===== src/rtl/hfs_pkg.sv =====
package hfs_pkg;
    typedef enum logic [2:0] {
        ST_IDLE,
        ST_ESTIM,
        ST_COARSE,
        ST_FINE,
        ST_DONE
    } hfs_state_e;
endpackage


===== src/rtl/hfs_ones_count.sv =====
// Counts ones in a thermometer vector; tolerant of bubbles.
module hfs_ones_count #(
    parameter int W = 16,
    localparam int CW = $clog2(W + 1)
) (
    input  logic [W-1:0]  therm,
    output logic [CW-1:0] ones
);
    always_comb begin
        ones = '0;
        for (int i = 0; i < W; i++) begin
            ones = ones + CW'(therm[i]);
        end
    end
endmodule


===== src/rtl/hfs_window.sv =====
// Places the coarse window one section below the estimate, clamped to the ladder.
module hfs_window #(
    parameter int EST_BITS = 4,
    parameter int MSB_BITS = 6,
    parameter int BANK     = 16
) (
    input  logic [EST_BITS-1:0] est_idx,
    output logic [MSB_BITS-1:0] base_tap
);
    localparam int TPS_SH   = MSB_BITS - EST_BITS;
    localparam int SECTIONS = 2 ** EST_BITS;
    localparam int WIN_SECS = BANK >> TPS_SH;
    localparam int MAX_SEC  = SECTIONS - WIN_SECS;

    logic [EST_BITS-1:0] sec;

    always_comb begin
        sec = (est_idx == '0) ? '0 : est_idx - 1'b1;
        if (int'(sec) > MAX_SEC) begin
            sec = EST_BITS'(MAX_SEC);
        end
        base_tap = MSB_BITS'(sec) << TPS_SH;
    end
endmodule


===== src/rtl/hfs_offset_sat.sv =====
// code = base + ones - 1, saturating at zero and at the top of the output range.
module hfs_offset_sat #(
    parameter int OW = 6,
    parameter int CW = 5
) (
    input  logic [OW-1:0] base,
    input  logic [CW-1:0] ones,
    output logic [OW-1:0] code
);
    localparam int SW = ((OW > CW) ? OW : CW) + 1;
    localparam logic [SW-1:0] TOP = SW'((1 << OW) - 1);

    logic [SW-1:0] sum;

    always_comb begin
        sum = SW'(base) + SW'(ones);
        if (sum == '0) begin
            code = '0;
        end else if (sum - 1'b1 > TOP) begin
            code = '1;
        end else begin
            code = OW'(sum - 1'b1);
        end
    end
endmodule


===== src/rtl/hfs_sequencer.sv =====
module hfs_sequencer
    import hfs_pkg::*;
#(
    parameter int MSB_BITS   = 6,
    parameter int LSB_BITS   = 4,
    parameter int EST_BITS   = 4,
    parameter int COARSE_CYC = 4,
    parameter int FINE_CYC   = 4,
    localparam int BANK      = 2 ** LSB_BITS,
    localparam int EST_W     = 2 ** EST_BITS - 1,
    localparam int RES       = MSB_BITS + LSB_BITS
) (
    input  logic                clk,
    input  logic                rst_n,
    input  logic                start_i,
    input  logic [EST_W-1:0]    est_therm_i,
    input  logic [BANK-1:0]     bank_therm_i,
    output logic                win_fine_o,
    output logic [MSB_BITS-1:0] win_tap_o,
    output logic                busy_o,
    output logic                done_o,
    output logic [RES-1:0]      code_o
);
    localparam int BCW     = $clog2(BANK + 1);
    localparam int ECW     = $clog2(EST_W + 1);
    localparam int TMAX    = (COARSE_CYC > FINE_CYC) ? COARSE_CYC : FINE_CYC;
    localparam int TW      = $clog2(TMAX + 1);
    localparam int TPS     = 2 ** (MSB_BITS - EST_BITS);
    localparam int MAX_BASE = (2 ** MSB_BITS) - BANK;

    hfs_state_e          state_q, state_d;
    logic [TW-1:0]       tmr_q;
    logic [MSB_BITS-1:0] base_q, msb_q;
    logic [RES-1:0]      code_q;
    logic                tmr_zero;

    logic [ECW-1:0]      est_ones;
    logic [BCW-1:0]      bank_ones;
    logic [MSB_BITS-1:0] base_w, msb_w;
    logic [LSB_BITS-1:0] lsb_w;

    hfs_ones_count #(.W(EST_W)) u_est_cnt  (.therm(est_therm_i),  .ones(est_ones));
    hfs_ones_count #(.W(BANK))  u_bank_cnt (.therm(bank_therm_i), .ones(bank_ones));

    hfs_window #(.EST_BITS(EST_BITS), .MSB_BITS(MSB_BITS), .BANK(BANK)) u_win (
        .est_idx  (EST_BITS'(est_ones)),
        .base_tap (base_w)
    );

    hfs_offset_sat #(.OW(MSB_BITS), .CW(BCW)) u_msb (
        .base (base_q),
        .ones (bank_ones),
        .code (msb_w)
    );

    hfs_offset_sat #(.OW(LSB_BITS), .CW(BCW)) u_lsb (
        .base ('0),
        .ones (bank_ones),
        .code (lsb_w)
    );

    assign tmr_zero = (tmr_q == '0);

    // Next-state logic
    always_comb begin
        state_d = state_q;
        unique case (state_q)
            ST_IDLE:   if (start_i)  state_d = ST_ESTIM;
            ST_ESTIM:                state_d = ST_COARSE;
            ST_COARSE: if (tmr_zero) state_d = ST_FINE;
            ST_FINE:   if (tmr_zero) state_d = ST_DONE;
            ST_DONE:                 state_d = ST_IDLE;
            default:                 state_d = ST_IDLE;
        endcase
    end

    // State register
    always_ff @(posedge clk or negedge rst_n) begin
        if (!rst_n) state_q <= ST_IDLE;
        else        state_q <= state_d;
    end

    // Step timer and captured values
    always_ff @(posedge clk or negedge rst_n) begin
        if (!rst_n) begin
            tmr_q  <= '0;
            base_q <= '0;
            msb_q  <= '0;
            code_q <= '0;
        end else begin
            unique case (state_q)
                ST_ESTIM: begin
                    base_q <= base_w;
                    tmr_q  <= TW'(COARSE_CYC - 1);
                end
                ST_COARSE: begin
                    if (tmr_zero) begin
                        msb_q <= msb_w;
                        tmr_q <= TW'(FINE_CYC - 1);
                    end else begin
                        tmr_q <= tmr_q - 1'b1;
                    end
                end
                ST_FINE: begin
                    if (tmr_zero) code_q <= {msb_q, lsb_w};
                    else          tmr_q  <= tmr_q - 1'b1;
                end
                default: ;
            endcase
        end
    end

    // Outputs
    always_comb begin
        win_fine_o = 1'b0;
        win_tap_o  = base_q;
        busy_o     = 1'b0;
        done_o     = 1'b0;
        unique case (state_q)
            ST_IDLE:   ;
            ST_ESTIM:  busy_o = 1'b1;
            ST_COARSE: busy_o = 1'b1;
            ST_FINE: begin
                busy_o     = 1'b1;
                win_fine_o = 1'b1;
                win_tap_o  = msb_q;
            end
            ST_DONE:   done_o = 1'b1;
            default:   ;
        endcase
    end

    assign code_o = code_q;

    assert_start_ignored_R2: assert property (@(posedge clk) disable iff (!rst_n)
        (busy_o && start_i) |=> (busy_o || done_o));

    assert_window_aligned_R3: assert property (@(posedge clk) disable iff (!rst_n)
        (state_q == ST_COARSE) |-> (int'(win_tap_o) <= MAX_BASE && (int'(win_tap_o) % TPS) == 0));

    assert_fine_tap_held_R5: assert property (@(posedge clk) disable iff (!rst_n)
        (state_q == ST_FINE && !tmr_zero) |=> $stable(win_tap_o));

    assert_done_pulse_R8: assert property (@(posedge clk) disable iff (!rst_n)
        done_o |=> !done_o);

    assert_code_hold_R8: assert property (@(posedge clk) disable iff (!rst_n)
        (state_q != ST_FINE) |=> $stable(code_o));

    assert_coarse_hold_R9: assert property (@(posedge clk) disable iff (!rst_n)
        (state_q == ST_COARSE && !tmr_zero) |=> (state_q == ST_COARSE));
endmodule


===== config.mk =====
export PLATFORM = sky130hd
export DESIGN_NAME = hfs_sequencer
export DESIGN_NICKNAME = d
export VERILOG_FILES = /design/src/rtl/hfs_pkg.sv /design/src/rtl/hfs_ones_count.sv /design/src/rtl/hfs_window.sv /design/src/rtl/hfs_offset_sat.sv /design/src/rtl/hfs_sequencer.sv
export SDC_FILE = /design/constraint.sdc
export NUM_CORES = 1
export LEC_CHECK = 0
export CAP_MARGIN = 10
export CORE_ASPECT_RATIO = 1.75
export CORE_MARGIN = 8
export CORE_UTILIZATION = 45
export CTS_BUF_LIST = sky130_fd_sc_hd__clkbuf_8
export DETAILED_ROUTE_END_ITERATION = 12
export DONT_BUFFER_PORTS = 1
export PLACE_DENSITY = 0.59
export SYNTH_ARGS = -nofsm -noshare
export SYNTH_HDL_FRONTEND = slang
export SYNTH_SLANG_ARGS = --single-unit

===== constraint.sdc =====
create_clock -name clk -period 1.9 [get_ports clk]
set_input_delay 0.19 -clock clk [delete_from_list [all_inputs] [get_ports clk]]
set_output_delay 0.19 -clock clk [all_outputs]
set_load 0.05 [all_outputs]

### Yosys cells after proc, flatten, opt, wreduce, memory -nomap -nowiden

Index checks and enable logic that the tools add are counted.

* add/sub/neg operators: 34
* multiply operators: 0
* div/mod/pow operators: 0
* order comparisons: 3
* equality and inequality tests: 8
* shifts and indexed selects: 0
* muxes and demuxes: 17
* bitwise operators: 0
* reductions and logical operators: 11

Operator list (number)
* $add 5x1->5: 14
* $add 4x1->4: 13
* $mux 6: 3
* $mux 4: 4
* $mux 3: 5
* $pmux 3 s4: 1
* $pmux 3 s3: 1
* $ne 2x2->1 const B: 4
* $add 6x5->7: 1
* $gt 7x6->1 const B: 1
* $logic_not 7->1: 1
* $sub 7x1->7 const B: 1
* $eq 3x2->1 const B: 2
* $gt 6x4->1 const B: 1
* $logic_not 3->1: 2
* $logic_not 6->1: 1
* $reduce_and 2->1: 3
* $sub 5x1->6 const B: 1
* $add 1x1->2: 2
* $gt 4x4->1 const B: 1
* $logic_not 4->1: 1
* $sub 4x1->4 const B: 1
* $eq 3x1->1 const B: 1
* $eq 3x3->1 const B: 1
* 5 further kinds: 7

* register bits: 26
* bits in latches: 0
* bits in writable memories: 0
* memory bits (read-only): 0
* input bits: 34
* output and inout bits: 19
* word-level logic and storage cells: 78
* memories: 0

### Longest topological paths before layout

* depth in word-level cells: 20
* depth in mapped cells: 20
* mapped depth without buffers: 20

### Modules after synthesis

From an unflattened synthesis, not the netlist that was laid out.

* cell total of the unflattened synthesis: 316
* area total of the unflattened synthesis: 3019.1 um2

By module, submodules not included
* hfs_sequencer: instances 1, cells an instance 95, area an instance 1295.0 um2, sequential area each 700.7 um2
* hfs_offset_sat (u_msb): instances 1, cells an instance 65, area an instance 474.2 um2, sequential area each 0.0 um2
* hfs_offset_sat (u_lsb): instances 1, cells an instance 59, area an instance 429.2 um2, sequential area each 0.0 um2
* hfs_ones_count (u_bank_cnt): instances 1, cells an instance 47, area an instance 407.9 um2, sequential area each 0.0 um2
* hfs_ones_count (u_est_cnt): instances 1, cells an instance 36, area an instance 322.8 um2, sequential area each 0.0 um2
* hfs_window: instances 1, cells an instance 14, area an instance 90.1 um2, sequential area each 0.0 um2

### Worst setup path after synthesis

Ideal clock, no wire load.

* kind: input -> register
* from: input port bank_therm_i[0]
* to: register msb_q[4]
* setup time: 0.132 ns
* arrival time: 5.096 ns
* required time: 1.768 ns
* path slack: -3.328 ns
* stages: 17
* path buffers: 0
* cell sequence: ha_1 inv_1 fa_1 fa_1 fa_1 fa_1 fa_1 fa_1 xnor2_1 ha_1 inv_1 fa_1 inv_1 nor3_4 a41o_2 o21bai_2 o211ai_1

* longest elaborated chain between the ends: 20
* elaborated cells between the ends (all ways): 21
* those cells by class: 17 x add/sub; 1 x order compare; 2 x mux; 1 x reduce/logical

Ends and longest elaborated chain
* from (decl): RTL line hfs_sequencer.sv:17 `input logic [BANK-1:0] bank_therm_i,`
* $add 1x1->2 *: RTL line hfs_ones_count.sv:12 `ones = ones + CW'(therm[i]);`
* $add 5x1->5 * (14 in a row): RTL line hfs_ones_count.sv:12
* $add 6x5->7 *: RTL line hfs_offset_sat.sv:16 `sum = SW'(base) + SW'(ones);`
* $sub 7x1->7: RTL line hfs_offset_sat.sv:19 `end else if (sum - 1'b1 > TOP) begin`
* $gt 7x6->1: RTL line hfs_offset_sat.sv:19
* $mux 6: RTL line hfs_offset_sat.sv:19
* $mux 6 *: RTL line hfs_offset_sat.sv:17 `if (sum == '0) begin`
* to (signal assigned): RTL line hfs_sequencer.sv:98 `msb_q <= msb_w;`
* to (decl): RTL line hfs_sequencer.sv:33 `logic [MSB_BITS-1:0] base_q, msb_q;`

Every way passes the cells marked *; elsewhere a longest branch is shown, timed or not.
A chain may end at the register's enable or synchronous reset.

### Worst setup path after layout

* from: input port bank_therm_i[1]
* to: register msb_q[4]

Same word-level chain as after synthesis.

==> results.json <==
{
  "drt-initial-drc-count": 75,
  "clock_skew_ps": 5.70,
  "ys_seq_elements": 26,
  "clk_path_buf_depth": 2,
  "track_usage": 0.147,
  "die_height_um": 114,
  "tightest_slew_ps": 488,
  "gp_congestion": 0.905,
  "vias_per_cell": 4.97,
  "max_freq_mhz": 212,
  "h-tree-depth": 1,
  "grt_pass1_vias": 2250,
  "fin_cells": 415,
  "worst_slack_ps": -2820,
  "setup-violations-final": 14,
  "seqCellArea_um2": 651,
  "drcViolationCount": 0,
  "clock-sinks": 26,
  "fin_nets": 412,
  "synth_cell_types": 53,
  "status": "finished, violations left",
  "port_buffers": 0,
  "vias": 2062,
  "whs_ps": 130,
  "worst_ep_arrival_time_ps": 4870,
  "maxCapViolCount": 0,
  "fin_crit_sh": 2.48,
  "rows": 36,
  "path_clk_slew_ps": 90,
  "cp-start-kind": "input pin",
  "wl_mm": 5.67,
  "grt_max_degree": 27,
  "start_util": 0.456,
  "clk_latency_ps": 270,
  "place_ws_ps": -3190,
  "hold_viol": 0,
  "end_kind": "register",
  "synthFlopType": "dfrtp_1",
  "timing.slew.headroom": 0.675,
  "dieArea_um2": 8250,
  "fillers": 475,
  "cts_tree": "built",
  "syn_inst": 284,
  "multi_input_area_um2": 1760,
  "ant_nets": 0,
  "place_inst": 402,
  "yosys_warnings": 0,
  "hp-class": "in2reg",
  "rsz0062_at_grt": "true",
  "syn_area_um2": 2480,
  "layout-drive-gt1-share": 0.322,
  "n_antenna_cell": 0,
  "antenna_found_initial": 0,
  "slowest_delay_ps": 540,
  "timing.setup.critical_path_class": "in2reg",
  "cp_max_fo": 4,
  "syn_area_per_cell_um2": 8.75,
  "drtPass1Iterations": 4,
  "synth_edf_count": 0,
  "path_common_cell": "fa_1",
  "postSynth.asyncResetShare": 1.00,
  "fp.dieW_um": 72.2,
  "cts-root-buf": "clkbuf_8",
  "core_region_area_um2": 5450,
  "seq_area_frac_synth": 0.262,
  "path_cells": "ha_4 > inv_2 > fa_1 > fa_1 > fa_1 > fa_1 > fa_2 > fa_2 > xnor2_2 > ha_2 > inv_2 > fa_2 > inv_2 > nor3_4 > a311oi_2 > buf_4 > o21bai_2 > o211ai_1",
  "hpwl_mm": 4.81,
  "post-route-min-period_ps": 4720,
  "ioPinCount": 53,
  "grt_pass1_wl_mm": 9.89,
  "syn-num-nets": 356,
  "overflow": 0,
  "violations": "negative setup slack",
  "crit_required_ps": 2050,
  "cts_buffers": 3,
  "maxSlewViolCount": 0,
  "crit_slowest_cell": "fa_1",
  "syn2layout_area_growth_pct": 33.5,
  "post_drt_wl_per_cell_um": 13.7
}
-- registers in the layout (all words and copies together), names as in the netlist --
signal,flops
msb_q,6
code_o,10
base_q,4
tmr_q,3
state_q,3
-- cell families (layout without fill, tap and decap cells) --
kind of cell,Yosys count,after routing,synth area share
XOR/XNOR,12,12,0.0484
adder cells (fa/ha/maj),38,38,0.252
buffers and inverters,67,122,0.106
multiplexers,4,4,0.0176
AND/OR/NAND/NOR,83,83,0.168
flip-flops,26,26,0.262
AO/OA/AOI/OAI,54,54,0.146
-- final cells by class --
class,count,share of cell area
flip-flops and latches,26,0.196
clock inverters,1,0.00906
inverters,61,0.0691
repair buffers,57,0.153
well taps,76,0.0287
clock buffers,3,0.0125
multi-input cells,191,0.531
-- synthesized netlist by cell type, types with 2 or more instances --
| master | number | area, um2 |
|---|---|---|
| nor3_1 | 2 | 10.0 |
| xnor2_1 | 7 | 61.3 |
| and3b_1 | 2 | 17.5 |
| mux2_2 | 3 | 33.8 |
| nor3b_1 | 2 | 15.0 |
| o21ai_0 | 12 | 60.1 |
| o31ai_1 | 3 | 22.5 |
| inv_1 | 60 | 225 |
| and2_1 | 3 | 18.8 |
| buf_4 | 2 | 15.0 |
| fa_1 | 20 | 400 |
| a21o_1 | 3 | 22.5 |
| xor2_1 | 3 | 26.3 |
| a21oi_1 | 13 | 65.1 |
| a22oi_1 | 4 | 30.0 |
| ha_1 | 18 | 225 |
| nor2_1 | 11 | 41.3 |
| nand3_1 | 3 | 15.0 |
| o211ai_1 | 2 | 15.0 |
| buf_2 | 4 | 20.0 |
| nand2b_1 | 3 | 18.8 |
| o21ai_1 | 3 | 15.0 |
| nor2b_1 | 4 | 25.0 |
| dfrtp_1 | 26 | 651 |
| nand2_1 | 43 | 161 |
-- through the flow --
stage | TNS (ps) | cell area, um2 | utilization
floorplan | -34340 | 2580 | -
global placement | -35990 | 3050 | 0.559
detailed placement | -36570 | 3050 | 0.559
CTS | -31870 | 3250 | 0.596
global route | -33250 | 3320 | 0.608
finish | -31450 | 3320 | 0.608
-- repair_timing --
action | 4_1_cts | 5_1_grt
pin swaps | 6 | 4
endpoints found under the setup margin | 14 | 20
gates cloned | 0 | 0
setup buffers | 5 | 2
resized for setup | 12 | 13
hold buffers | 2 | 0
hold endpoints to repair | 26 | 0
-- cell usage in the layout (no fill, tap or decap), types with 3 or more instances in the layout --
cell / n
a21o_1: 3
a21oi_1: 10
a22oi_1: 3
and2_1: 3
buf_12: 5
buf_4: 47
buf_6: 4
clkbuf_8: 3
dfrtp_1: 26
fa_1: 16
fa_2: 4
ha_1: 13
ha_4: 4
inv_1: 52
inv_2: 8
nand2_1: 42
nand2b_1: 3
nand3_1: 3
nor2_1: 11
nor2b_1: 4
o21ai_0: 4
o21ai_1: 9
xnor2_1: 5
-- metal layers --
metal	part of all wire	up-vias	track usage	routed length (um)
met5	0	-	0	0
met4	0.035	0	0.0796	197
met3	0.038	14	0.0149	215
met2	0.57	61	0.280	3240
met1	0.35	967	0.147	2010
li1	-	1020	-	-
-- worst max-delay path: cells and delay by family --
kind,cells,cell delay [ps]
AOI/OAI and AO/OA,3,370
xor gates and xnor gates,1,160
adders and majority gates,9,3680
buffers and inverters,4,280
and+or+nand+nor,1,200
-- path summary, 6_finish.rpt --
check / from / end / slack, ps / cells after the start
max: bank_therm_i[1] / msb_q[4] / -2820 / 18
min: start_i / state_q[0] / 130 / 2
max reg2reg: base_q[2] / msb_q[4] / -180 / 9
min reg2reg: msb_q[1] / code_o[5] / 500 / 2
max in group asynchronous: rst_n / msb_q[3] / 1400 / 2
min in group asynchronous: rst_n / code_o[8] / 360 / 2
Power is not shown: default switching activity piles up to over one toggle a cycle in this logic, so the estimate is an artifact.
